==> src/rtl/subtmr_pkg.sv <==
package subtmr_pkg;

    localparam logic [1:0] SEL_IVT  = 2'd0;
    localparam logic [1:0] SEL_SW   = 2'd1;
    localparam logic [1:0] SEL_MASK = 2'd2;

    localparam int L2_EN_BIT = 2;

    typedef enum logic {
        IVT_OFF = 1'b0,
        IVT_RUN = 1'b1
    } ivt_state_e;

    typedef enum logic {
        L2_IDLE = 1'b0,
        L2_PEND = 1'b1
    } l2_state_e;

endpackage

==> src/rtl/subtmr_interval.sv <==
module subtmr_interval
    import subtmr_pkg::*;
#(
    parameter int PRESCALE = 384,
    parameter int N_W      = 8
) (
    input  logic           clk,
    input  logic           rst_n,
    input  logic           wr_i,
    input  logic [N_W-1:0] wdata_i,
    input  logic           ack_i,
    output logic [N_W-1:0] n_o,
    output logic           irq_o
);

    localparam int PRE_W = (PRESCALE > 1) ? $clog2(PRESCALE) : 1;
    localparam logic [PRE_W-1:0] PRE_LAST = PRE_W'(PRESCALE - 1);

    ivt_state_e     state_q, state_d;
    logic [PRE_W-1:0] pre_q;
    logic [N_W-1:0] n_q;
    logic [N_W-1:0] cnt_q;
    logic           irq_q;
    logic           tick;
    logic           expire;

    // state register
    always_ff @(posedge clk) begin
        if (!rst_n) state_q <= IVT_OFF;
        else        state_q <= state_d;
    end

    // next state
    always_comb begin
        state_d = state_q;
        unique case (state_q)
            IVT_OFF: if (wr_i && (wdata_i != '0)) state_d = IVT_RUN;
            IVT_RUN: if (wr_i && (wdata_i == '0)) state_d = IVT_OFF;
            default: state_d = IVT_OFF;
        endcase
    end

    assign tick   = (state_q == IVT_RUN) && !wr_i && (pre_q == PRE_LAST);
    assign expire = tick && (cnt_q == '0);

    // prescaler and period counter
    always_ff @(posedge clk) begin
        if (!rst_n) begin
            pre_q <= '0;
            n_q   <= '0;
            cnt_q <= '0;
        end else if (wr_i) begin
            pre_q <= '0;
            n_q   <= wdata_i;
            cnt_q <= wdata_i;
        end else if (state_q == IVT_RUN) begin
            if (pre_q == PRE_LAST) begin
                pre_q <= '0;
                if (cnt_q == '0) cnt_q <= n_q;
                else             cnt_q <= cnt_q - 1'b1;
            end else begin
                pre_q <= pre_q + 1'b1;
            end
        end
    end

    // output request
    always_ff @(posedge clk) begin
        if (!rst_n)      irq_q <= 1'b0;
        else if (expire) irq_q <= 1'b1;
        else if (ack_i)  irq_q <= 1'b0;
    end

    assign n_o   = n_q;
    assign irq_o = irq_q;

    AST_IRQ3_HOLD: assert property (@(posedge clk) disable iff (!rst_n)
        (irq_q && !ack_i) |=> irq_q);
    AST_IRQ3_ONLY_RUN: assert property (@(posedge clk) disable iff (!rst_n)
        $rose(irq_q) |-> $past(state_q == IVT_RUN));
    AST_OFF_PRE_IDLE: assert property (@(posedge clk) disable iff (!rst_n)
        (state_q == IVT_OFF) |-> (pre_q == '0));
    AST_PRE_RESTART: assert property (@(posedge clk) disable iff (!rst_n)
        wr_i |=> (pre_q == '0));

endmodule

==> src/rtl/subtmr_stopwatch.sv <==
module subtmr_stopwatch #(
    parameter int PRESCALE = 384,
    parameter int SW_W     = 12
) (
    input  logic            clk,
    input  logic            rst_n,
    input  logic            clr_i,
    output logic [SW_W-1:0] count_o
);

    localparam int PRE_W = (PRESCALE > 1) ? $clog2(PRESCALE) : 1;
    localparam logic [PRE_W-1:0] PRE_LAST = PRE_W'(PRESCALE - 1);

    logic [PRE_W-1:0] pre_q;
    logic [SW_W-1:0]  cnt_q;

    always_ff @(posedge clk) begin
        if (!rst_n || clr_i) begin
            pre_q <= '0;
            cnt_q <= '0;
        end else if (pre_q == PRE_LAST) begin
            pre_q <= '0;
            cnt_q <= cnt_q + 1'b1;
        end else begin
            pre_q <= pre_q + 1'b1;
        end
    end

    assign count_o = cnt_q;

    AST_SW_STEP: assert property (@(posedge clk) disable iff (!rst_n)
        !clr_i |=> ((cnt_q == $past(cnt_q)) || (cnt_q == SW_W'($past(cnt_q) + 1'b1))));
    AST_SW_CLEAR: assert property (@(posedge clk) disable iff (!rst_n)
        clr_i |=> (cnt_q == '0));

endmodule

==> src/rtl/subtmr_l2latch.sv <==
module subtmr_l2latch
    import subtmr_pkg::*;
(
    input  logic clk,
    input  logic rst_n,
    input  logic set_i,
    input  logic ack_i,
    input  logic mask_off_i,
    input  logic en_i,
    output logic pend_o,
    output logic irq_o
);

    l2_state_e state_q, state_d;

    always_ff @(posedge clk) begin
        if (!rst_n) state_q <= L2_IDLE;
        else        state_q <= state_d;
    end

    always_comb begin
        state_d = state_q;
        unique case (state_q)
            L2_IDLE: if (set_i) state_d = L2_PEND;
            L2_PEND: if (!set_i && (ack_i || mask_off_i)) state_d = L2_IDLE;
            default: state_d = L2_IDLE;
        endcase
    end

    always_comb begin
        pend_o = (state_q == L2_PEND);
        irq_o  = (state_q == L2_PEND) && en_i;
    end

    AST_L2_SET: assert property (@(posedge clk) disable iff (!rst_n)
        set_i |=> pend_o);
    AST_L2_ACK: assert property (@(posedge clk) disable iff (!rst_n)
        (ack_i && !set_i) |=> !pend_o);
    AST_L2_MASKOFF: assert property (@(posedge clk) disable iff (!rst_n)
        (mask_off_i && !set_i) |=> !pend_o);
    AST_L2_KEEP: assert property (@(posedge clk) disable iff (!rst_n)
        (pend_o && !ack_i && !mask_off_i) |=> pend_o);

endmodule

==> src/rtl/subcpu_timers.sv <==
module subcpu_timers
    import subtmr_pkg::*;
#(
    parameter int PRESCALE = 384,
    parameter int WD_W     = 8,
    parameter int SW_W     = 12,
    parameter int RD_W     = 16
) (
    input  logic            clk,
    input  logic            rst_n,
    input  logic            reg_we,
    input  logic [1:0]      reg_sel,
    input  logic [WD_W-1:0] reg_wdata,
    output logic [RD_W-1:0] reg_rdata,
    input  logic            main_we,
    input  logic            main_bit,
    output logic [1:0]      main_status,
    output logic            irq2_req,
    input  logic            irq2_ack,
    output logic            irq3_req,
    input  logic            irq3_ack
);

    logic            ivt_wr;
    logic            sw_clr;
    logic            mask_wr;
    logic            mask_off;
    logic [WD_W-1:0] mask_q;
    logic [WD_W-1:0] ivt_n;
    logic [SW_W-1:0] sw_count;
    logic            l2_pend;

    assign ivt_wr   = reg_we && (reg_sel == SEL_IVT);
    assign sw_clr   = reg_we && (reg_sel == SEL_SW);
    assign mask_wr  = reg_we && (reg_sel == SEL_MASK);
    assign mask_off = mask_wr && mask_q[L2_EN_BIT] && !reg_wdata[L2_EN_BIT];

    always_ff @(posedge clk) begin
        if (!rst_n)       mask_q <= '0;
        else if (mask_wr) mask_q <= reg_wdata;
    end

    subtmr_interval #(
        .PRESCALE (PRESCALE),
        .N_W      (WD_W)
    ) u_ivt (
        .clk     (clk),
        .rst_n   (rst_n),
        .wr_i    (ivt_wr),
        .wdata_i (reg_wdata),
        .ack_i   (irq3_ack),
        .n_o     (ivt_n),
        .irq_o   (irq3_req)
    );

    subtmr_stopwatch #(
        .PRESCALE (PRESCALE),
        .SW_W     (SW_W)
    ) u_sw (
        .clk     (clk),
        .rst_n   (rst_n),
        .clr_i   (sw_clr),
        .count_o (sw_count)
    );

    subtmr_l2latch u_l2 (
        .clk        (clk),
        .rst_n      (rst_n),
        .set_i      (main_we && main_bit),
        .ack_i      (irq2_ack),
        .mask_off_i (mask_off),
        .en_i       (mask_q[L2_EN_BIT]),
        .pend_o     (l2_pend),
        .irq_o      (irq2_req)
    );

    assign main_status = {mask_q[L2_EN_BIT], l2_pend};

    always_comb begin
        reg_rdata = '0;
        unique case (reg_sel)
            SEL_IVT:  reg_rdata = RD_W'(ivt_n);
            SEL_SW:   reg_rdata = RD_W'(sw_count);
            SEL_MASK: reg_rdata = RD_W'(mask_q);
            default:  reg_rdata = '0;
        endcase
    end

    AST_IRQ2_NEEDS_EN: assert property (@(posedge clk) disable iff (!rst_n)
        irq2_req |-> main_status[1]);
    AST_MASK_HOLD: assert property (@(posedge clk) disable iff (!rst_n)
        !mask_wr |=> $stable(mask_q));

endmodule

==> config.mk <==
export PLATFORM = sky130hd
export DESIGN_NAME = subcpu_timers
export DESIGN_NICKNAME = d
export VERILOG_FILES = /design/src/rtl/subtmr_pkg.sv /design/src/rtl/subtmr_interval.sv /design/src/rtl/subtmr_stopwatch.sv /design/src/rtl/subtmr_l2latch.sv /design/src/rtl/subcpu_timers.sv
export SDC_FILE = /design/constraint.sdc
export NUM_CORES = 1
export LEC_CHECK = 0
export BUFFER_PORTS_ARGS = -buffer_cell sky130_fd_sc_hd__buf_2
export CAP_MARGIN = 15
export CORE_ASPECT_RATIO = 1.75
export CORE_MARGIN = 4
export CORE_UTILIZATION = 58
export CTS_BUF_LIST = sky130_fd_sc_hd__clkbuf_4 sky130_fd_sc_hd__clkbuf_8 sky130_fd_sc_hd__clkbuf_16
export CTS_CLUSTER_DIAMETER = 60
export DETAILED_ROUTE_END_ITERATION = 7
export PLACE_DENSITY = 0.8
export SLEW_MARGIN = 20
export SYNTH_ARGS = -nofsm -noshare
export SYNTH_HDL_FRONTEND = slang
export SYNTH_SLANG_ARGS = --single-unit
export TNS_END_PERCENT = 50
==> constraint.sdc <==
create_clock -name clk -period 2.3 [get_ports clk]
set_input_delay 0.575 -clock clk [delete_from_list [all_inputs] [get_ports clk]]
set_output_delay 0.575 -clock clk [all_outputs]
set_load 0.05 [all_outputs]
==> impl_results.md, run 1 <==
* Syn Inst Count at 362
* Initial Utilization at 60.3%
* RSZ-0062 raised after global routing: false
* Post-route setup TNS at 0 ps
* Count leader, synth: dfxtp_1
* Total CTS buffers at 9
* Fmax at 0.467 GHz
* Share of cells above drive strength 1 at 16.5%
* Worst setup EP type: output port
* CP Launch Type: input port
* Post-synth top area cell: dfxtp_1
* Non-Filler Instances at 453
* Most frequent cells after synthesis: 57 x dfxtp_1, 49 x nand2_1, 26 x nor2_1
* Sequential area share after synthesis at 38.0%
* Initial antenna violation count at 0
* Leak pwr at 1.32 nW
* Asr flop ratio synth at 0%
* First DRT Iteration DRCs at 165
* Drt drc at 0
* Max cap viols at 0
* CP max stage delay at 280 ps
* Vias in the first global route at 2716
* Overflow after GRT at 0
* TritonCTS Sinks at 57
* CTS tree: yes
* Setup ws final at 161 ps
* Area share of the largest cell type after synthesis at 38.0%
* Clock skew at 11.5 ps
* Worst reg2reg endpoint: u_ivt.irq_o
* FF-to-FF Start: u_ivt.cnt_q[1]
* Post-placement setup slack at 164 ps
* Final Power at 2.28 mW
* #FFs+latches synth at 57
* Mapped cell area at 3000 sq um
* Mux share of post-synthesis cell area at 5.04%
* HP Class: reg -> reg
* Core Area at 4980 sq um
* Clk root buf: clkbuf_8
* Worst path cell trace: buf_2, nor2b_1, buf_12, nand2_1, o21ai_1, buf_2
* Most frequent CP cell: buf_2
* Nets at 416
* Hold buffers post-CTS at 0
* First-pass GRT wire length at 11800 microns
* Setup Viol. Count Final at 0
* CP top delay family: buffers and inverters
* Placer Congestion at 0.977
* Compound-Gate Fraction of Synth Area at 14.8%
* H-tree depth at 3
* Largest family of logic cells by synthesized area: simple AND/OR/NAND/NOR gates
* Hold path cells at 1
* Worst path bufs/invs at 3
* I/O Pins at 37
* Ant diodes at 0
* Number of flops mapped to enable cells by yosys at 0
* Wirelength per Cell at 15.8 microns
* Final HPWL DP at 5300 microns
* Chip height at 103 microns
* Hold endpoint: u_sw.pre_q[0]
* Fin crit share at 93.0%
* Peak supply drop at 0.886 mV
* Post-CTS Setup Bufs at 0
* Mapped Avg Cell Area at 8.30 sq um
* Unique masters post-synth at 48
* Area contributors post-synth: dfxtp_1 38%, nand2_1 6.1%, mux2i_1 4.7%, a21boi_0 4.3%, o21ai_0 3.8%
* Setup slack, reg-to-reg at 290 ps
* Slowest CP cell: buf_2
* Worst-Margin Slew at 620 ps
* Worst hold margin at 462 ps
* Critical path class: in -> out
* Total Wirelength at 7170 microns
* Cell Pwr Density at 666 nW/um^2
* DR vias at 2755
* CP Max Fanout at 17
* WP data required at 1730 ps
* Die area at 6440 sq um
* Post-Synth Simple-Gate Area at 29.3%
* Total GRT Usage at 23.0%
* Ys flop type: dfxtp_1
* Hold path start: u_sw.pre_q[0]
* R2R depth at 6
* Post-synthesis xor/xnor area fraction at 5.54%
* Worst relative slew slack at 58.6%
* # rows at 34
* Crit path arrival time at 1560 ps
* Post-synthesis adder-cell area fraction at 2.08%
* Resized cells post-CTS at 0
* FILL cells at 416
* Ys Warns at 0
* Pre-antenna DRT Iters at 4
* Largest net degree at the start of global routing at 28
* Hold violation total from the final report at 0
* Syn-to-layout area delta at 14.0%
* CTS Buffer Depth at 2
* Drt via density at 6.08
* Worst-skew pair later-pin latency at 340 ps
* Post-placement cell count at 437
* Die width at 62.4 microns
* Clock transition at path regs at 70 ps
* Tmin final at 2140 ps
* PortBufs at 32
* Pins Over Slew Limit at 0
* Antenna viol nets, final at 0
* Status: completed
flip-flops by register name, summed over array words and instances (netlist names), named ones only:
| name | count |
|---|---|
| mask_q | 8 |
| u_ivt.cnt_q | 8 |
| u_ivt.irq_o | 1 |
| u_ivt.n_o | 8 |
| u_ivt.pre_q | 9 |
| u_l2.pend_o | 1 |
| u_sw.count_o | 12 |
| u_sw.pre_q | 9 |
kinds of logic (layout without fill, tap and decap cells):
logic type	after synthesis	count (layout)
simple gates	164	164
compound gates	70	70
flops	57	57
buf+inv	31	65
xor+xnor	19	19
mux	15	15
fa+ha+maj	5	5
other cells	1	4
cells in the final DEF, fill, tap and decap left out, types with 5 or more instances in the layout:
cell type  Yosys  routed
dfxtp_1       57      57
nand2_1       49      49
buf_2          6      32
nor2_1        26      26
nand3_1       22      22
a21boi_0      17      17
o21ai_0       23      15
mux2i_1       14      14
a21oi_1       14      14
and2_1        12      12
xor2_1        11      11
clkbuf_8       0       9
o21ai_1        0       8
inv_1          8       8
xnor2_1        8       8
nand4_1        7       7
nor3_1         7       7
buf_4          6       7
nor4_1         6       6
and4_1         5       5
or3_1          5       5
ha_1           5       5
power breakdown:
part / internal [mW] / total (mW) / switching [mW]
Clock: 0.616 / 1.01 / 0.398
Combinational: 0.0879 / 0.235 / 0.147
Sequential: 1.01 / 1.03 / 0.0229
Total: 1.71 / 2.28 / 0.568
worst max-delay path by stage:
stage | start | end | slack [ps] | cells past startpoint
after global placement | reg_sel[0] | reg_rdata[11] | 180 | 5
after global routing | reg_sel[0] | reg_rdata[10] | 100 | 5
after floorplan | reg_sel[0] | reg_rdata[0] | -140 | 6
after detailed placement | reg_sel[1] | reg_rdata[5] | 160 | 6
after CTS | reg_sel[1] | reg_rdata[5] | 160 | 6
final | reg_sel[1] | reg_rdata[1] | 160 | 6
layout make-up:
cell class | instances | area [sq um] | share of cell area [%]
repair buffers | 41 | 253 | 7.38
inverters | 8 | 30.0 | 0.877
multi-input cells | 277 | 1720 | 50.2
clock inverters | 6 | 82.6 | 2.41
well taps | 54 | 67.6 | 1.97
clock buffers | 10 | 131 | 3.84
flip-flops and latches | 57 | 1140 | 33.3
routing by layer:
layer	track usage, %	up-vias	wire length [microns]	part of all wire [%]
met3	5.30	24	275	3.8
met5	0	-	0	0
met2	43.6	81	3930	55
met1	22.4	1313	2730	38
met4	13.4	0	235	3.3
li1	-	1337	-	-
per-stage QoR:
| stage | instance area [sq um] | util, % |
|---|---|---|
| final | 3420 | 68.8 |
| after global routing | 3420 | 68.8 |
| after CTS | 3420 | 68.8 |
| after detailed placement | 3210 | 64.5 |
| after global placement | 3210 | 64.5 |
| after floorplan | 3010 | - |
Power figures use the tool's default switching activity.
==> run 2, diff against run 1 <==
BUFFER_PORTS_ARGS = -buffer_cell sky130_fd_sc_hd__buf_4   (was -buffer_cell sky130_fd_sc_hd__buf_2)
==> run 2 against run 1 <==
Net effect:
- clock power hardly changed
- die area stayed put
- global-route usage is 0.86 points lower
- critical path depth stayed put
==> impl_results.md, run 2 (synthesis results as in run 1) <==
* Non-Filler Instances at 452
* Drt drc at 0
* Worst relative slew slack at 62.6%
* Overflow after GRT at 0
* RSZ-0062 raised after global routing: false
* Ant diodes at 0
* Post-placement setup slack at 222 ps
* CP Max Fanout at 12
* Final HPWL DP at 5180 microns
* Share of total power in the clock network at 44.8%
* Worst-skew pair later-pin latency at 330 ps
* Total GRT Usage at 22.1%
* CTS Buffer Depth at 2
* PortBufs at 32
* Post-CTS Setup Bufs at 0
* Sw Pwr at 0.578 mW
* Share of cells above drive strength 1 at 16.3%
* Fin crit share at 90.4%
* Pint at 1.71 mW
* CP top delay family: buffers and inverters
* Die area at 6440 sq um
* Initial Utilization at 60.3%
* Setup slack, reg-to-reg at 320 ps
* First-pass GRT wire length at 11400 microns
* Chip height at 103 microns
* Design Area, Final at 3480 sq um
* Crit path arrival time at 1500 ps
* Post-placement cell count at 436
* Status: completed
* Die width at 62.4 microns
* HP Class: reg -> reg
* Initial antenna violation count at 0
* Hold violation total from the final report at 0
* Combinational Power Share at 10.0%
* Drt via density at 5.86
* Worst reg2reg endpoint: u_ivt.irq_o
* Syn-to-layout area delta at 15.8%
* Setup ws final at 222 ps
* Total Wirelength at 6850 microns
* Worst hold margin at 464 ps
* Core Area at 4980 sq um
* Worst Setup EP: reg_rdata[7]
* DR vias at 2650
* WP data required at 1730 ps
* TritonCTS Sinks at 57
* Worst path cell trace: buf_4, nor2b_1, buf_4, nand2_1, o21ai_1, buf_4
* DP Area at 3260 sq um
* Post-route setup TNS at 0 ps
* Vias in the first global route at 2579
* FF-to-FF Start: u_ivt.cnt_q[0]
* Pre-antenna DRT Iters at 4
* FILL cells at 412
* Clock transition at path regs at 70 ps
* Net Sw Frac at 25.3%
* Final Core Density at 69.9%
* Cell count along the critical path at 6
* Flop pwr share at 45.2%
* Largest net degree at the start of global routing at 19
* I/O Pins at 37
* Placer Congestion at 0.909
* Worst path bufs/invs at 3
* R2R depth at 6
* Fmax at 0.481 GHz
* H-tree depth at 3
* Setup Viol. Count Final at 0
* CTS tree: yes
* # rows at 34
* Commonest non-fill, non-tap cells in the layout: 57 x dfxtp_1, 49 x nand2_1, 40 x buf_4, 26 x nor2_1, 22 x nand3_1
* Peak supply drop at 0.631 mV
* Clk root buf: clkbuf_8
* Worst setup EP type: output port
* Clock skew at 7.44 ps
* Antenna viol nets, final at 0
* Wirelength per Cell at 15.2 microns
* Worst-Margin Slew at 560 ps
* Hold buffers post-CTS at 0
* Total CTS buffers at 9
* Slowest CP cell: buf_4
* Max cap viols at 0
* Resized cells post-CTS at 0
* Leak pwr at 1.31 nW
* Nets at 415
* Commonest non-fill, non-tap cell in the layout: dfxtp_1
* Pins Over Slew Limit at 0
* Crit. Startpoint: reg_sel[1]
* Most frequent CP cell: buf_4
* CP Launch Type: input port
* Critical path class: in -> out
* CP max stage delay at 210 ps
* Final Power at 2.29 mW
* Tmin final at 2080 ps
* First DRT Iteration DRCs at 130
* Max FFs per register at 12
* Cell Pwr Density at 657 nW/um^2
-- run 2: changes by cell type in the layout (fill, tap and decap cells not counted), sizes merged --
cell,previous run,this run
buf,41,40
clkinv,3,1
clkinvlp,1,4
clkbuf,10,9
-- run 2: final cells by class --
class	instances	area [sq um]	area share (%)
Sequential cell	57	1140	32.8
Timing Repair Buffer	40	300	8.64
Clock inverter	7	95.1	2.73
Tap cell	54	67.6	1.94
Inverter	8	30.0	0.864
Clock buffer	9	124	3.56
Multi-Input combinational cell	277	1720	49.4
-- run 2: worst min-delay path: stages, from the launching register on --
cell and delay (ps):
dfxtp_1 310, nand2_1 40, a21boi_0 60
-- run 2: worst min-delay path by stage --
stage,from,end,slack [ps],cells past startpoint
final,mask_q[1],mask_q[1],460,2
after floorplan,u_sw.pre_q[0],u_sw.pre_q[0],430,1
after global routing,mask_q[4],mask_q[4],480,2
after CTS,mask_q[1],mask_q[1],470,2
after detailed placement,mask_q[1],mask_q[1],460,2
after global placement,u_sw.pre_q[0],u_sw.pre_q[0],440,1
-- run 2: per-layer routing --
metal	GRT usage [%]	share of wire [%]	routed length, microns	up-vias
met4	12.6	3.7	254	0
met2	42.3	55	3750	78
li1	-	-	-	1331
met3	5.19	4.5	307	21
met1	21.4	37	2540	1220
met5	0	0	0	-
-- run 2: power groups by stage --
stage / combinational (mW) / sequential, mW / clock, mW
global placement: 0.226 / 1.05 / 0
floorplan: 0.173 / 1.04 / 0
finish: 0.229 / 1.03 / 1.02
CTS: 0.230 / 1.03 / 1.04
global route: 0.251 / 1.03 / 1.09
detailed placement: 0.229 / 1.05 / 0
